File: src/rtl/bank_window_pkg.sv
package bank_window_pkg;
  localparam int unsigned BANK_W = 9;
  localparam int unsigned MAIN_AW = 24;
  localparam int unsigned SEC_AW = 16;
  localparam int unsigned OFS_W = MAIN_AW - BANK_W;
  localparam logic [MAIN_AW-1:0] PORT_MASK = 24'hFF7F00;
  localparam logic [MAIN_AW-1:0] PORT_MATCH = 24'hA06000;
endpackage

File: src/rtl/bank_port_decode.sv
module bank_port_decode
  import bank_window_pkg::*;
(
  input  logic               wr_en_i,
  input  logic [MAIN_AW-1:0] wr_addr_i,
  output logic               load_o
);
  always_comb load_o = wr_en_i && ((wr_addr_i & PORT_MASK) == PORT_MATCH);
endmodule

File: src/rtl/bank_shift_reg.sv
module bank_shift_reg #(
  parameter int unsigned W = 9
) (
  input  logic         clk_i,
  input  logic         rst_ni,
  input  logic         load_i,
  input  logic         bit_i,
  output logic [W-1:0] bank_o
);
  always_ff @(posedge clk_i or negedge rst_ni) begin
    if (!rst_ni)     bank_o <= '0;
    else if (load_i) bank_o <= {bit_i, bank_o[W-1:1]};
  end

  a_r4_shift_in: assert property (@(posedge clk_i) disable iff (!rst_ni)
    load_i |=> bank_o == {$past(bit_i), $past(bank_o[W-1:1])});
  a_r3_hold: assert property (@(posedge clk_i) disable iff (!rst_ni)
    !load_i |=> $stable(bank_o));
endmodule

File: src/rtl/bank_fill_cnt.sv
module bank_fill_cnt #(
  parameter int unsigned CNT_W = 4,
  parameter int unsigned FILL = 9
) (
  input  logic clk_i,
  input  logic rst_ni,
  input  logic load_i,
  output logic full_o
);
  localparam logic [CNT_W-1:0] CNT_MAX = '1;
  localparam logic [CNT_W-1:0] CNT_FILL = CNT_W'(FILL);

  logic [CNT_W-1:0] cnt_q;

  always_ff @(posedge clk_i or negedge rst_ni) begin
    if (!rst_ni)                        cnt_q <= '0;
    else if (load_i && cnt_q != CNT_MAX) cnt_q <= cnt_q + 1'b1;
  end

  always_comb full_o = cnt_q >= CNT_FILL;

  a_r5_sticky: assert property (@(posedge clk_i) disable iff (!rst_ni)
    full_o |=> full_o);
  a_r5_no_wrap: assert property (@(posedge clk_i) disable iff (!rst_ni)
    cnt_q == CNT_MAX |=> cnt_q == CNT_MAX);
  a_r5_step: assert property (@(posedge clk_i) disable iff (!rst_ni)
    !load_i |=> $stable(cnt_q));
endmodule

File: src/rtl/bank_window.sv
module bank_window
  import bank_window_pkg::*;
(
  input  logic               clk_i,
  input  logic               rst_ni,
  input  logic               wr_en_i,
  input  logic [MAIN_AW-1:0] wr_addr_i,
  input  logic               wr_bit_i,
  input  logic [SEC_AW-1:0]  sec_addr_i,
  output logic [BANK_W-1:0]  bank_o,
  output logic               bank_valid_o,
  output logic               xlat_hit_o,
  output logic [MAIN_AW-1:0] xlat_addr_o
);
  logic load;

  bank_port_decode u_dec (
    .wr_en_i  (wr_en_i),
    .wr_addr_i(wr_addr_i),
    .load_o   (load)
  );

  bank_shift_reg #(.W(BANK_W)) u_reg (
    .clk_i (clk_i),
    .rst_ni(rst_ni),
    .load_i(load),
    .bit_i (wr_bit_i),
    .bank_o(bank_o)
  );

  bank_fill_cnt #(.CNT_W(4), .FILL(BANK_W)) u_cnt (
    .clk_i (clk_i),
    .rst_ni(rst_ni),
    .load_i(load),
    .full_o(bank_valid_o)
  );

  // translation reads the registered bank, so a same-cycle load is not seen
  always_comb begin
    xlat_hit_o  = sec_addr_i[SEC_AW-1];
    xlat_addr_o = {bank_o, sec_addr_i[OFS_W-1:0]};
  end

  a_r6_base: assert property (@(posedge clk_i) disable iff (!rst_ni)
    xlat_addr_o[MAIN_AW-1:OFS_W] == bank_o);
  a_r7_prewrite: assert property (@(posedge clk_i) disable iff (!rst_ni)
    load |=> $past(xlat_addr_o[MAIN_AW-1:OFS_W]) == $past(bank_o));
  a_r1_reset_valid: assert property (@(posedge clk_i)
    !rst_ni |-> !bank_valid_o && bank_o == '0);
endmodule

File: config.mk
export PLATFORM = sky130hd
export DESIGN_NAME = bank_window
export DESIGN_NICKNAME = d
export VERILOG_FILES = /design/src/rtl/bank_window_pkg.sv /design/src/rtl/bank_port_decode.sv /design/src/rtl/bank_shift_reg.sv /design/src/rtl/bank_fill_cnt.sv /design/src/rtl/bank_window.sv
export SDC_FILE = /design/constraint.sdc
export NUM_CORES = 1
export LEC_CHECK = 0
export BUFFER_PORTS_ARGS = -buffer_cell sky130_fd_sc_hd__buf_2
export CAP_MARGIN = 20
export CORE_ASPECT_RATIO = 0.9
export CORE_MARGIN = 5
export CORE_UTILIZATION = 38
export CTS_CLUSTER_SIZE = 25
export DETAILED_ROUTE_END_ITERATION = 16
export HOLD_SLACK_MARGIN = 0.12
export PLACE_DENSITY = 0.82
export SLEW_MARGIN = 20
export SYNTH_ARGS = -nofsm -noshare
export SYNTH_HDL_FRONTEND = slang
export SYNTH_SLANG_ARGS = --single-unit
File: constraint.sdc
create_clock -name clk_i -period 1.9 [get_ports clk_i]
set_input_delay 0.095 -clock clk_i [delete_from_list [all_inputs] [get_ports clk_i]]
set_output_delay 0.095 -clock clk_i [all_outputs]
set_load 0.05 [all_outputs]
Word level (Yosys, flattened, before mapping). Index checks and enable logic that the tools add are counted.

Flip-flop bits (word level): 13. Input port bits: 44. Output and inout bits: 35. Logic and storage cells: 8.

Add/sub/neg operators: 1. Order comparisons: 1. Equal/unequal tests: 2. Reduce and logical (&&, ||, !) cells: 2.

Operators with widths (number): 15-bit == test (second input constant) (1); 4-bit by 1-bit adder with 4-bit output (second input constant) (1); 4-bit >= comparator (second input constant) (1); 4-bit != test (second input constant) (1); 1-bit logical AND (2).

Logic depth before layout (Yosys ltp).
Word-level depth: 3. Mapped depth: 5. Depth with buffers taken out: 4.

By module. From an unflattened synthesis, not the netlist that was laid out.

Cell total of the unflattened synthesis: 71. Area total of the unflattened synthesis: 842.1 um2.

Modules (own cells, without submodules): bank_shift_reg (times used 1, cells each 19, area each 371.6 um2, seq. area each 225.2 um2); bank_fill_cnt (times used 1, cells each 22, area each 230.2 um2, seq. area each 100.1 um2); bank_window (times used 1, cells each 25, area each 187.7 um2, seq. area each 0.0 um2); bank_port_decode (times used 1, cells each 5, area each 52.6 um2, seq. area each 0.0 um2).

Worst setup path after synthesis. No wires, ideal clock.

Path kind: register to output. Start point: reg u_cnt.cnt_q[1]. End point: out bank_valid_o. Data arrival time: 1.760 ns. Data required time: 1.805 ns. Setup slack: 0.045 ns. Stages on the path, launching flop included: 5. Path buffers: 0. Path through: dfrtp_1 > inv_1 > ha_1 > nor2_1 > a21boi_0.

Word-level cells in the longest chain between the ends: 1.

Ends and longest elaborated chain: start, declared (line bank_fill_cnt.sv:13) `logic [CNT_W-1:0] cnt_q;`; start signal, assigned (line bank_fill_cnt.sv:17) `else if (load_i && cnt_q != CNT_MAX) cnt_q <= cnt_q + 1'b1;`; 4-bit >= comparator (line bank_fill_cnt.sv:20) `always_comb full_o = cnt_q >= CNT_FILL;`; end, declared (line bank_window.sv:11) `output logic bank_valid_o,`.

Every way passes these cells.

Worst setup path in the final report. Same ends and word-level chain as after synthesis.

==> flow_summary.toml <==
[logic_synthesis]
netlist_instances = 71
avgSynthCellArea_um2 = 11.5
netlist_area_um2 = 815
ys_ff_latch = 13
syn_nets = 118
ys_types = 17
yosysWarnings = 0
synth_top_area_share = 0.399
seq_area_frac_synth = 0.399
yosys-top-cells-area = "dfrtp_1 (40%), buf_4 (23%), mux2_1 (14%), nor4b_2 (5.5%), ha_1 (4.6%)"
yosys.area.top_type = "dfrtp_1"

[route]
dr.pass1.iters = 3
wl_per_cell_um = 12.5
drtIter0Drc = 5
num_vias = 525
antenna_left = 0
via_per_inst = 4.61
route.detailed.drc = 0
routed_wl_mm = 1.43

[critical_path]
arrival_ns = 1.38
critPathKind = "flip-flop to primary output"
slowest_delay_ns = 0.41
crit_slowest_cell = "dfrtp_1"
worstPathRequired_ns = 1.80
critPathMaxFanout = 4
cp-end-kind = "primary output"
start_kind = "flip-flop"
cp_cell_sequence = "inv_1, ha_1, nor2_1, a21boi_0, buf_2"

[sta]
rsz0062_at_grt = "false"
tns_ns = 0
layout_setup_ws_ns = 0.428
finClkSkew_ns = 0.00376
tightest_slew_ns = 0.284
fin_crit_sh = 0.775
max_freq_mhz = 679
finalHoldViolations = 0
finalSetupViolCount = 0
drv_slew = 0
period_needed_ns = 1.47
max-slew-margin-rel = 0.811

[clock_network]
ctsLongestPathBuffers = 2
cts_made_buffers = 3
cts_max_level = 1
cts_tree = "built"
worstSkewPairLatency_ns = 0.26
clock-sinks = 13
path_clk_slew_ns = 0.07
root_buffer = "clkbuf_4"

[worst_hold_path]
hp-class = "input port to primary output"

[floorplan]
core_um2 = 1970
io_pins = 79
start_util = 0.413
dieArea_um2 = 3170
rows = 15
die_w_um = 58.8
die_h_um = 53.9

[global_routing]
grt_max_degree = 14
antenna_found_initial = 0
grt_pass1_wl_mm = 2.34
grt_pass1_vias = 556
grt-ovfl-total = 0
grt_use_total = 0.0948

[power_and_ir_drop]
power.density_nw_per_um2 = 527
leakage_nw = 0.508
vdd_drop_max_mv = 0.331
power_mw = 0.470

[place]
place_hpwl_mm = 1.19
dp_slack_ns = 0.421
gp_congestion = 0.631
port_buffers = 37

[finish]
drive_gt1_frac = 0.517
fin_nets = 137
antennaDiodeCount = 0
fillers = 183
area_growth_pct = 9.52

[run_status]
status = "completed"

[flow_run]
drv_cap = 0
[final cells by class]
cell class / instances / area, um2 / area share
sequential: 13 / 325 / 0.365
multi-input combinational: 29 / 285 / 0.320
timing repair buffer: 40 / 213 / 0.238
tap: 25 / 31.3 / 0.0351
clock buffer: 4 / 26.3 / 0.0295
inverter: 3 / 11.3 / 0.0126
[cells in the mapped netlist, drive strengths merged]
cell type  instances
nor4b              3
nand3              1
ha                 3
mux2              12
nand2b             1
nor4bb             1
nand2              1
inv                3
nand4              1
a31o               1
dfrtp             13
a21boi             1
buf               26
nor2               3
xnor2              1
[critical path, delay by kind of cell, from the launching register on]
family	cells	cell delay, ns
compound gates	1	0.16
fa+ha+maj	1	0.14
buf+inv	2	0.38
flops	1	0.41
simple gates	1	0.03
[power breakdown]
group | leakage, nW | internal (mW) | switching, mW
sequential | 0.182 | 0.276 | 0.0000507
combinational | 0.311 | 0.0191 | 0.0123
clock | 0.0150 | 0.0811 | 0.0812
total | 0.508 | 0.377 | 0.0936
[cells in the final DEF, fill, tap and decap left out]
master	Yosys	routed
xnor2_1	1	1
nand2b_1	1	1
nand3_1	1	1
clkbuf_4	0	3
inv_1	3	3
a31o_1	1	1
dlygate4sd3_1	0	2
buf_2	1	37
nor4bb_1	1	1
nand2_1	1	1
mux2_2	2	2
mux2_1	10	10
buf_4	25	1
nor2_1	3	3
a21boi_0	1	1
dfrtp_1	13	13
ha_1	3	3
nor4b_2	3	3
clkbuf_1	0	1
nand4_1	1	1
[layer usage]
metal  GRT usage  part of all wire  up-vias
li1            -                 -      249
met1       0.109              0.35      230
met2       0.154              0.45       38
met3      0.0312              0.18        8
met4      0.0566             0.014        0
met5           0                 0        -
[cell families after synthesis]
logic type / count (synthesis) / synth area share
buf+inv: 29 / 0.250
simple gates: 11 / 0.108
mux: 12 / 0.166
flops: 13 / 0.399
fa+ha+maj: 3 / 0.0461
compound gates: 2 / 0.0200
xor+xnor: 1 / 0.0108
[final timing paths]
| kind | start | to | slack, ns | cells past startpoint |
|---|---|---|---|---|
| setup / recovery | u_cnt.cnt_q[1]$_DFFE_PN0P_ | bank_valid_o | 0.43 | 5 |
| hold / removal | sec_addr_i[3] | xlat_addr_o[3] | 0.19 | 0 |
| setup reg to reg | u_cnt.cnt_q[0]$_DFFE_PN0P_ | u_cnt.cnt_q[1]$_DFFE_PN0P_ | 0.60 | 3 |
| hold reg to reg | u_reg.bank_o[0]$_DFFE_PN0P_ | u_reg.bank_o[0]$_DFFE_PN0P_ | 0.52 | 1 |
| max in group asynchronous | rst_ni | u_cnt.cnt_q[3]$_DFFE_PN0P_ | 1.45 | 2 |
| min in group asynchronous | rst_ni | u_reg.bank_o[4]$_DFFE_PN0P_ | 0.23 | 2 |
[registers in the layout, indices dropped and copies added, names as in the netlist]
register      cells
u_reg.bank_o      9
u_cnt.cnt_q       4
[metrics by stage]
| stage | hold slack [ns] | area, um2 | std cells | utilization |
|---|---|---|---|---|
| floorplan | -0.201 | 815 | 71 | - |
| global placement | -0.0140 | 846 | 108 | 0.429 |
| detailed placement | -0.00354 | 846 | 108 | 0.429 |
| CTS | 0.190 | 892 | 114 | 0.453 |
| global route | 0.190 | 892 | 114 | 0.453 |
| finish | 0.190 | 892 | 114 | 0.453 |
[repair_timing]
item,CTS,global route
hold endpoints to repair,14,0
resized for setup,0,0
setup buffers,0,0
hold buffers,2,0
endpoints found under the setup margin,0,0
(Power assumes the default switching activity.)
